## config.mk

```make
export PLATFORM = sky130hd
export DESIGN_NAME = noise_burst_word_gen
export DESIGN_NICKNAME = d
export VERILOG_FILES = /design/src/rtl/nbw_pkg.sv /design/src/rtl/nbw_step_sync.sv /design/src/rtl/nbw_burst_window.sv /design/src/rtl/nbw_stage_shift.sv /design/src/rtl/nbw_strobe_latch.sv /design/src/rtl/noise_burst_word_gen.sv
export SDC_FILE = /design/constraint.sdc
export NUM_CORES = 1
export LEC_CHECK = 0
export BUFFER_PORTS_ARGS = -buffer_cell sky130_fd_sc_hd__buf_2
export CORE_ASPECT_RATIO = 0.5
export CORE_UTILIZATION = 55
export CTS_BUF_LIST = sky130_fd_sc_hd__clkbuf_8
export DETAILED_ROUTE_END_ITERATION = 12
export PLACE_DENSITY = 0.89
export SKIP_LAST_GASP = 1
export SLEW_MARGIN = 10
export SYNTH_ARGS = -nofsm -noshare
export SYNTH_HDL_FRONTEND = slang
export SYNTH_HIERARCHICAL = 1
export SYNTH_SLANG_ARGS = --single-unit
```

## constraint.sdc

```tcl
create_clock -name clk -period 2.1 [get_ports clk]
set_input_delay 0.42 -clock clk [delete_from_list [all_inputs] [get_ports clk]]
set_output_delay 0.42 -clock clk [all_outputs]
set_load 0.1 [all_outputs]
```

## src/rtl/nbw_pkg.sv

```systemverilog
package nbw_pkg;

  typedef struct packed {
    logic rise;
    logic fall;
  } step_edge_t;

  // Width of a down counter that must hold maxval.
  function automatic int unsigned cnt_width(input int unsigned maxval);
    return (maxval < 2) ? 1 : $clog2(maxval + 1);
  endfunction

  // Shifts that fit in one window.
  function automatic int unsigned shifts_per_step(input int unsigned win,
                                                  input int unsigned div);
    return win / div;
  endfunction

endpackage

```

## src/rtl/nbw_step_sync.sv

```systemverilog
module nbw_step_sync #(
  parameter int unsigned STAGES = 2
) (
  input  logic               clk,
  input  logic               rst,
  input  logic               step_i,
  output nbw_pkg::step_edge_t edges_o
);

  logic [STAGES-1:0] chain;
  logic              prev_q;

  always_ff @(posedge clk) begin
    if (rst) begin
      chain  <= '0;
      prev_q <= 1'b0;
    end else begin
      chain  <= {chain[STAGES-2:0], step_i};
      prev_q <= chain[STAGES-1];
    end
  end

  assign edges_o.rise = chain[STAGES-1] & ~prev_q;
  assign edges_o.fall = ~chain[STAGES-1] & prev_q;

endmodule

```

## src/rtl/nbw_burst_window.sv

```systemverilog
module nbw_burst_window #(
  parameter int unsigned WINDOW_CYC = 5000,
  parameter int unsigned SHIFT_DIV  = 420
) (
  input  logic clk,
  input  logic rst,
  input  logic open_i,
  output logic window_open_o,
  output logic shift_tick_o
);

  localparam int unsigned CW = nbw_pkg::cnt_width(WINDOW_CYC);
  localparam int unsigned DW = nbw_pkg::cnt_width(SHIFT_DIV);

  logic [CW-1:0] win_cnt;
  logic [DW-1:0] div_cnt;

  assign window_open_o = (win_cnt != '0);
  assign shift_tick_o  = window_open_o && (div_cnt == DW'(SHIFT_DIV - 1));

  always_ff @(posedge clk) begin
    if (rst) begin
      win_cnt <= '0;
      div_cnt <= '0;
    end else if (open_i) begin
      win_cnt <= CW'(WINDOW_CYC);
      div_cnt <= '0;
    end else if (window_open_o) begin
      win_cnt <= win_cnt - CW'(1);
      div_cnt <= shift_tick_o ? '0 : div_cnt + DW'(1);
    end
  end

endmodule

```

## src/rtl/nbw_stage_shift.sv

```systemverilog
module nbw_stage_shift #(
  parameter int unsigned WORD_W = 8
) (
  input  logic              clk,
  input  logic              rst,
  input  logic              noise_i,
  input  logic              shift_i,
  output logic [WORD_W-1:0] stage_o
);

  logic noise_q;

  function automatic logic [WORD_W-1:0] push_bit(input logic [WORD_W-1:0] w,
                                                 input logic b);
    return {w[WORD_W-2:0], b};
  endfunction

  always_ff @(posedge clk) begin
    if (rst) begin
      noise_q <= 1'b0;
      stage_o <= '0;
    end else begin
      noise_q <= noise_i;
      if (shift_i) stage_o <= push_bit(stage_o, noise_q);
    end
  end

endmodule

```

## src/rtl/nbw_strobe_latch.sv

```systemverilog
module nbw_strobe_latch #(
  parameter int unsigned WORD_W     = 8,
  parameter int unsigned STROBE_CYC = 6
) (
  input  logic              clk,
  input  logic              rst,
  input  logic              start_i,
  input  logic [WORD_W-1:0] stage_i,
  output logic              load_o,
  output logic [WORD_W-1:0] word_o,
  output logic              valid_o
);

  localparam int unsigned SW = nbw_pkg::cnt_width(STROBE_CYC);

  logic [SW-1:0] s_cnt;

  assign load_o = (s_cnt == SW'(1));

  always_ff @(posedge clk) begin
    if (rst) begin
      s_cnt   <= '0;
      word_o  <= '0;
      valid_o <= 1'b0;
    end else begin
      valid_o <= load_o;
      if (load_o) word_o <= stage_i;
      if (start_i)             s_cnt <= SW'(STROBE_CYC);
      else if (s_cnt != '0)    s_cnt <= s_cnt - SW'(1);
    end
  end

endmodule

```

## src/rtl/noise_burst_word_gen.sv

```systemverilog
module noise_burst_word_gen #(
  parameter int unsigned WORD_W      = 8,
  parameter int unsigned SEL_W       = 5,
  parameter int unsigned WINDOW_CYC  = 5000,
  parameter int unsigned SHIFT_DIV   = 420,
  parameter int unsigned STROBE_CYC  = 6,
  parameter int unsigned SYNC_STAGES = 2
) (
  input  logic              clk,
  input  logic              rst,
  input  logic              step_clk_i,
  input  logic              noise_bit_i,
  output logic [WORD_W-1:0] word_o,
  output logic [SEL_W-1:0]  sel_o,
  output logic              word_valid_o
);

  nbw_pkg::step_edge_t edges;
  logic                step_rise;
  logic                step_fall;
  logic                window_open;
  logic                shift_tick;
  logic                strobe_load;
  logic [WORD_W-1:0]   stage_word;

  nbw_step_sync #(.STAGES(SYNC_STAGES)) u_sync (
    .clk(clk), .rst(rst), .step_i(step_clk_i), .edges_o(edges)
  );

  assign step_rise = edges.rise;
  assign step_fall = edges.fall;

  nbw_burst_window #(.WINDOW_CYC(WINDOW_CYC), .SHIFT_DIV(SHIFT_DIV)) u_window (
    .clk(clk), .rst(rst), .open_i(step_rise),
    .window_open_o(window_open), .shift_tick_o(shift_tick)
  );

  nbw_stage_shift #(.WORD_W(WORD_W)) u_stage (
    .clk(clk), .rst(rst), .noise_i(noise_bit_i),
    .shift_i(shift_tick), .stage_o(stage_word)
  );

  nbw_strobe_latch #(.WORD_W(WORD_W), .STROBE_CYC(STROBE_CYC)) u_latch (
    .clk(clk), .rst(rst), .start_i(step_fall), .stage_i(stage_word),
    .load_o(strobe_load), .word_o(word_o), .valid_o(word_valid_o)
  );

  assign sel_o = word_o[SEL_W-1:0];

endmodule

```

==> metrics.txt, run 1 <==
cell count of the worst reg-to-reg path=7; root buf cell=clkbuf_8; Setup crit end kind=register; post-synth top area cell=dfxtp_1; Worst Tran Pin Value=0.619 ns; clock insertion delay at the later pin of the skew report=0.30 ns; via count=1682; placed cells=286; clock tree sinks=46; critical path depth in cells=7; iteration-0 DRC count of the detailed router=95; total congestion overflow=0; Initial Util=0.598; CP Buf/Inv Count=1; TritonCTS clock tree=yes; Synth Warn #=6; Row Count=15; cell count after synthesis=222; asr flop ratio synth=0; Via density=5.72; layout cells sized above 1=0.206; Slowest cell on crit path=or4b_4; Final GP Congestion=0.810; outcome=finished clean; Area contributors post-synth=dfxtp_1, mux2i_1, nand2b_1, nor2_1, a21oi_1; ordered cell list for the critical path=inv_1, ha_1, or4b_4, nor3_4, nor2_2, mux2i_1, nor2_1; dpl hpwl=3.12 mm; Crit Path Max Fanout=8; Cell Area, Synth=2140 µm²; Final Slew Violations=0; share of the yosys chip area belonging to registers=0.430; Post CTS Setup Buffer Count=0; r2r setup slk=0.10 ns; pwr dens=1350 nW/µm²; crit path from=u_window/win_cnt[0]; post-route ant nets=0; Worst Path Arrival=2.18 ns; Synth cell types=43; critical path required time=2.28 ns; hold_buf cts=0; post-route minimum period=2.00 ns; reg2reg end=u_stage/stage_o[3]; Max VDD drop=0.480 mV; Max Cap Viol=0; GRT Resource Usage Total=0.232; final wirelength=4.49 mm; CTS H-tree lvls=2; Worst Setup Path Type=register to register; CP endpoint=u_stage/stage_o[3]; dominant synthesized flop cell=dfxtp_1; die area=4160 µm²; post-layout util=0.666; Final #Nets=251; Num CTS Buffers=5; Final setup violation count=0; max incr delay on CP=0.51 ns; post-layout total power=3220 µW; most frequent cells in the layout=dfxtp_1, nor2_1, buf_2, nand2b_1, mux2i_1; largest net degree at the start of global routing=38; commonest non-fill, non-tap cell in the layout=dfxtp_1; Critical Path Source Type=register; final critical-path share of the clock period=0.952; Final Non-Filler Cells=294; DRT Pass-1 Iters=4; number of global-route vias before repair=1558; IO buf count=17; Largest delay share family, worst path=simple AND/OR/NAND/NOR gates; reg2reg start=u_window/win_cnt[0]; Syn Area/Cell=9.65 µm²; Diodes inserted=0; die height=46.1 µm; Clock Skew=0.00742 ns; f_max=0.500 GHz; initial antenna violation count=0; Post-synth EDFFs=0; core area=3580 µm²; worst min-delay path class=input pin to register; Yosys top cell area share=0.430; Area Overhead vs Synth=11.4%; IO Count=18; syn_nets=231; CTS Buffer Depth=2; normalized max-slew margin=0.584; Wirelength per Cell=15.3 µm; overall die width=90.3 µm; first-pass GRT wire length=7.32 mm; Seq cells post-synth=46; Post-route DRC=0; setup repair after global routing missed its margin=yes; Pleak=0.000888 µW; final hold violation count=0; Worst-path clk slew=0.08 ns
worst min path at each step:
stage	startpoint	to	slack [ns]	cells past startpoint
finish	step_clk_i	u_sync/chain[0]	0.33	2
global route	step_clk_i	u_sync/chain[0]	0.35	2
CTS	step_clk_i	u_sync/chain[0]	0.32	2
detailed placement	u_sync/chain[0]	u_sync/chain[1]	0.44	1
global placement	u_sync/chain[0]	u_sync/chain[1]	0.42	1
floorplan	u_sync/chain[0]	u_sync/chain[1]	0.41	1
power breakdown:
part / switching [µW] / internal [µW]
registers: 177 / 1030
clock network: 297 / 350
logic: 764 / 606
total: 1240 / 1980
through the flow:
stage	instance area, µm²	TNS (ns)	hold slack (ns)	worst slack (ns)
after floorplan	2140	0	0.414	0.135
after global placement	2270	0	0.418	0.119
after detailed placement	2270	0	0.444	0.0249
after CTS	2380	0	0.323	0.0798
after global routing	2390	-0.00533	0.355	-0.00533
final	2390	0	0.327	0.101
cells in the mapped netlist (4+ instances only):
master     n
or3_1      5
o31ai_1    7
ha_1       5
xnor2_1    4
inv_1      7
a21oi_1   14
nand2_1    6
mux2i_1   17
nand2b_1  17
or4_1      5
nand3_1    6
dfxtp_1   46
nor2_1    19
nor2b_1    7
a31oi_1    5
buf_4      6
o21ai_0    5
cells by family (layout without fill, tap and decap cells):
family                     after synthesis  in the layout  share of synthesized area
xor gates and xnor gates                 6              6                     0.0245
AOI/OAI and AO/OA                       39             39                      0.127
DFF                                     46             46                      0.430
and+or+nand+nor                         88             88                      0.252
muxes                                   17             17                     0.0794
adders and majority gates                5              5                     0.0292
buffers and inverters                   21             42                     0.0584
registers in the layout (all words and copies together) (netlist names):
| register | cells |
|---|---|
| u_latch/word_o | 8 |
| u_stage/stage_o | 8 |
| u_stage/noise_q | 1 |
| u_latch/valid_o | 1 |
| u_latch/s_cnt | 3 |
| u_window/win_cnt | 13 |
| u_window/div_cnt | 9 |
| u_sync/chain | 2 |
| u_sync/prev_q | 1 |
cell type report:
type / count / area [µm²]
multi-input cells: 155 / 1100
well taps: 51 / 63.8
inverters: 7 / 26.3
flip-flops and latches: 46 / 921
clock inverters: 3 / 41.3
clock buffers: 5 / 68.8
repair buffers: 27 / 160
fillers: 262 / 1200
what timing repair did:
action | in CTS | in global routing
endpoints found under the setup margin | 1 | 14
gates resized for setup | 1 | 1
pin swaps | 0 | 1
metal layers:
metal	vias to the layer above	track usage	routed length, µm
met3	15	0.0462	162
met1	796	0.259	1950
li1	832	-	-
met2	39	0.458	2280
met5	-	0	0
met4	0	0.0968	98
(Power assumes the default switching activity.)
==> run 2, diff against run 1 <==
Settings changed: BUFFER_PORTS_ARGS -buffer_cell sky130_fd_sc_hd__buf_2 to -buffer_cell sky130_fd_sc_hd__buf_4.
==> metrics.txt, run 2 (same netlist as run 1, synthesis figures left out) <==
Via density=5.75 (+0.58%); Max Cap Viol=0 (unchanged); final hold violation count=0 (unchanged); max FFs per register=13 (unchanged); Wirelength per Cell=13.8 µm (-9.7%); Crit Path Max Fanout=7 (-1); FF+latch area=921 µm² (unchanged); die height=46.1 µm (unchanged); iteration-0 DRC count of the detailed router=88 (-7.4%); normalized max-slew margin=0.598 (+0.0148); clock tree sinks=46 (unchanged); Initial Util=0.598 (unchanged); Row Count=15 (unchanged); Clock Skew=0.00436 ns (-0.00306 ns); Area Overhead vs Synth=12.1%; Final Slew Violations=0 (unchanged); max incr delay on CP=0.51 ns (about the same); root buf cell=clkbuf_8; via count=1686 (+0.24%); final setup margin=0.0984 ns (-0.00238 ns); worst min-delay path class=input pin to register; Post-route DRC=0 (unchanged); largest net degree at the start of global routing=39 (+2.6%); Worst Path Arrival=2.18 ns (about the same); placed cells=285 (-0.35%); critical path required time=2.28 ns (about the same); Worst path most repeated cell=inv_1; Biggest register=u_window/win_cnt; overall die width=90.3 µm (unchanged); CTS H-tree lvls=2 (unchanged); IO Count=18 (unchanged); DRT Pass-1 Iters=4 (unchanged); combinational power share=0.438 (+0.013); sw frac=0.393 (+0.00864); Final #Nets=250 (-0.40%); Largest delay share family, worst path=simple AND/OR/NAND/NOR gates; first-pass GRT wire length=6.57 mm (-10%); pwr dens=1300 nW/µm² (-3.8%); Slowest cell on crit path=or4b_4; f_max=0.500 GHz (-0.12%); Worst Setup Path Type=register to register; Pleak=0.000881 µW (-0.78%); Final Non-Filler Cells=293 (-0.34%); post-route ant nets=0 (unchanged); final wirelength=4.04 mm (-10%); most frequent cells in the layout=dfxtp_1, buf_4, nor2_1; Max VDD drop=0.492 mV (+2.5%); number of global-route vias before repair=1494 (-4.1%); hold_buf cts=0 (unchanged); Worst Tran Pin Value=0.597 ns (-0.0220 ns); final critical-path share of the clock period=0.953 (+0.00113); Final GP Congestion=0.779 (-3.8%); Multi-input gate area=1100 µm² (-0.11%); GRT Resource Usage Total=0.207 (-0.0258); CTS Buffer Depth=2 (unchanged); Diodes inserted=0 (unchanged); layout cells sized above 1=0.202 (-0.00328); Critical Path Source Type=register; setup TNS=0 ns (unchanged); ordered cell list for the critical path=inv_1, ha_1, or4b_4, nor3_4, buf_4, inv_1, xnor2_1, nor2_1; core area=3580 µm² (unchanged); TritonCTS clock tree=yes; Net Sw Power=1230 µW (-1.0%); setup repair after global routing missed its margin=yes; clock share of power=0.176 (-0.025); Fill cells=243 (-7.3%); CP Buf/Inv Count=3 (+2); Num CTS Buffers=5 (unchanged); commonest non-fill, non-tap cell in the layout=dfxtp_1; sequential share of power=0.386 (+0.012); die area=4160 µm² (unchanged); fin area=2400 µm² (+0.63%); Setup crit end kind=register; post-route minimum period=2.00 ns (+0.00238 ns); Final setup violation count=0 (unchanged); IO buf count=17 (unchanged); placed instance area=2300 µm² (+1.5%); initial antenna violation count=0 (unchanged); Worst-path clk slew=0.08 ns (about the same); Top Registers=u_window/win_cnt (13), u_window/div_cnt (9); hold_ws=0.330 ns (+0.00299 ns); outcome=finished clean; total congestion overflow=0 (unchanged); dpl ws=0.0968 ns (+0.0719 ns); Cell Int Power=1890 µW (-4.5%); clock insertion delay at the later pin of the skew report=0.30 ns (about the same); dpl hpwl=2.87 mm (-8.0%)
[run 2: metrics by stage]
step                       util  power, µW
after floorplan               -       2260
after global placement    0.642       2470
after detailed placement  0.642       2540
after CTS                 0.668       3090
after global routing      0.670       3300
final                     0.670       3120
[run 2: worst paths after layout]
path	endpoint	slack (ns)	startpoint	cells past startpoint
max	u_window/div_cnt[0]	0.1	u_window/win_cnt[0]	8
min	u_stage/noise_q	0.33	noise_bit_i	2
max reg2reg	u_window/div_cnt[0]	0.1	u_window/win_cnt[0]	8
min reg2reg	u_sync/chain[1]	0.45	u_sync/chain[0]	1
[run 2: worst register-to-register path: stages, from the launching register on]
cell	delay, ns
dfxtp_1	0.32
inv_1	0.12
ha_1	0.17
or4b_4	0.51
nor3_4	0.27
buf_4	0.19
inv_1	0.11
xnor2_1	0.15
nor2_1	0.05
[run 2: metal layers]
metal  routed length, µm  vias up  GRT usage
met5                   0        -          0
met4                  74        0     0.0903
met3                 153       10     0.0611
met2                2030       40      0.392
met1                1780      811      0.227
li1                    -      825          -
[run 2: cell type report]
class                           count  area share
Multi-Input combinational cell    155       0.460
Sequential cell                    46       0.384
Timing Repair Buffer               26      0.0813
Clock buffer                        6      0.0344
Tap cell                           51      0.0266
Inverter                            7      0.0109
Clock inverter                      2     0.00365
[run 2: power groups by stage]
stage | combinational [µW] | clock, µW | sequential, µW
3_3_place_gp | 1280 | 0 | 1190
2_1_floorplan | 1050 | 0 | 1210
6_report | 1360 | 550 | 1200
4_1_cts | 1350 | 549 | 1190
3_5_place_dp | 1330 | 0 | 1210
5_1_grt | 1490 | 592 | 1220
[run 2: what timing repair did]
action / CTS / global route
setup endpoints to repair: 0 / 6
gates resized for setup: 0 / 2
buffers inserted: 0 / 0
==> run 3, diff against run 2 <==
Settings changed: CORE_UTILIZATION 55 to 40, PLACE_DENSITY 0.89 to 0.71.
==> metrics.txt, run 3 (same netlist as run 1, synthesis figures left out) <==
post-layout util=0.490 (-0.180); Metal-1 WL=1.90 mm (+6.5%); final wirelength=3.98 mm (-1.5%); Max Cap Viol=0 (unchanged); pwr dens=1310 nW/µm² (+0.60%); Critical Path Source Type=register; Worst Path Arrival=2.19 ns (about the same); worst hold start=step_clk_i; Worst Tran Pin Value=0.522 ns (-0.0751 ns); worst min-delay path class=input pin to register; reg2reg end=u_window/win_cnt[9]; Fill cells=474 (+95%); Final setup violation count=0 (unchanged); CTS Buffer Depth=2 (unchanged); Area Overhead vs Synth=15.3%; Clock Skew=0.00396 ns (-0.000397 ns); Pleak=0.000899 µW (+2.0%); cell count of the worst reg-to-reg path=8 (unchanged); hold path depth=2 (unchanged); Met3 Wirelength=122 µm (-20%); Setup crit end kind=register; reg2reg start=u_window/win_cnt[0]; met2 WL=1.90 mm (-6.5%); first-pass GRT wire length=6.56 mm (-0.11%); clock tree sinks=46 (unchanged); Final #Nets=252 (+0.80%); core area=5040 µm² (+41%); most frequent cells in the layout=dfxtp_1, buf_4, nor2_1; post-route minimum period=1.97 ns (-0.0357 ns); Top Registers=u_window/win_cnt (13), u_window/div_cnt (9); Initial Util=0.425 (-0.173); Worst Setup Path Type=register to register; commonest non-fill, non-tap cell in the layout=dfxtp_1; final setup margin=0.134 ns (+0.0357 ns); Biggest register=u_window/win_cnt; Diodes inserted=0 (unchanged); number of global-route vias before repair=1555 (+4.1%); Num CTS Buffers=5 (unchanged); via count=1618 (-4.0%); critical path required time=2.33 ns (+0.05 ns); GRT Resource Usage Total=0.148 (-0.0585); dpl hpwl=2.78 mm (-3.3%); Worst-path clk slew=0.08 ns (about the same); Row Count=18 (+3); outcome=finished clean; overall die width=105 µm (+17%); f_max=0.509 GHz (+1.8%); IO buf count=17 (unchanged); TritonCTS clock tree=yes; normalized max-slew margin=0.649 (+0.0505); r2r setup slk=0.13 ns (+0.04 ns); Via density=5.15 (-10%); die area=5670 µm² (+36%); final hold violation count=0 (unchanged); hold_buf cts=0 (unchanged); initial antenna violation count=0 (unchanged); IO Count=18 (unchanged); clock insertion delay at the later pin of the skew report=0.29 ns (about the same); top sig layer=met4; DRT Pass-1 Iters=4 (unchanged); Final Slew Violations=0 (unchanged); Final GP Congestion=0.820 (+5.2%); Wirelength per Cell=12.7 µm (-8.1%); largest net degree at the start of global routing=39 (unchanged); max FFs per register=13 (unchanged); final critical-path share of the clock period=0.936 (-0.0170); Max VDD drop=0.431 mV (-12%); total congestion overflow=0 (unchanged); Crit Path Max Fanout=9 (+2); root buf cell=clkbuf_8; hold_ws=0.334 ns (+0.00327 ns); Worst Hold Endpoint=u_sync/chain[0]; iteration-0 DRC count of the detailed router=74 (-16%); post-route ant nets=0 (unchanged); Post-route DRC=0 (unchanged); setup TNS=0 ns (unchanged); die height=53.7 µm (+17%); CTS H-tree lvls=2 (unchanged); layout cells sized above 1=0.209 (+0.00654); dpl ws=0.0664 ns (-0.0304 ns)
[run 3: critical path, stage by stage, from the launching register on]
cell	delay, ns
dfxtp_1	0.31
inv_1	0.11
ha_1	0.18
or4b_4	0.51
nor3_4	0.27
buf_6	0.16
buf_12	0.12
o31ai_1	0.07
a31oi_1	0.16
[run 3: how the worst max path moves through the flow]
| stage | from | to | depth (start not counted) |
|---|---|---|---|
| 2_1_floorplan | u_window/win_cnt[0] | u_stage/stage_o[0] | 9 |
| 3_3_place_gp | u_window/win_cnt[0] | u_window/div_cnt[0] | 8 |
| 3_5_place_dp | u_window/win_cnt[0] | u_window/win_cnt[1] | 7 |
| 4_1_cts | u_window/win_cnt[0] | u_window/win_cnt[1] | 7 |
| 5_1_grt | u_window/win_cnt[0] | u_window/div_cnt[0] | 8 |
| 6_report | u_window/win_cnt[0] | u_window/win_cnt[9] | 8 |
[run 3: report_power, final]
group,internal [µW],leakage [µW],total [µW],switching (µW)
registers,1030,0.000375,1190,166
logic,650,0.000466,1420,768
clock network,332,0.0000575,616,283
[run 3: what timing repair did]
action | in CTS | in global routing
endpoints found under the setup margin | 0 | 14
setup buffers | 0 | 2
gates resized for setup | 0 | 2
[run 3: area by class of cell]
type / instances / area [µm²] / area share
multi-input cells: 155 / 1100 / 0.445
inverters: 7 / 26.3 / 0.0106
well taps: 70 / 87.6 / 0.0355
repair buffers: 28 / 226 / 0.0917
clock buffers: 8 / 110 / 0.0446
flip-flops and latches: 46 / 921 / 0.373
[run 3: per-layer routing]
layer / vias up / global-route usage
li1: 825 / -
met1: 762 / 0.168
met2: 24 / 0.280
met3: 7 / 0.0266
met4: 0 / 0.0787
met5: - / 0
[run 3: per-stage QoR]
| stage | cell area [µm²] | power, µW | instances |
|---|---|---|---|
| after global routing | 2470 | 3420 | 314 |
| after CTS | 2440 | 3160 | 312 |
| after global placement | 2330 | 2480 | 304 |
| final | 2470 | 3230 | 314 |
| after detailed placement | 2330 | 2540 | 304 |
| after floorplan | 2140 | 2260 | 222 |
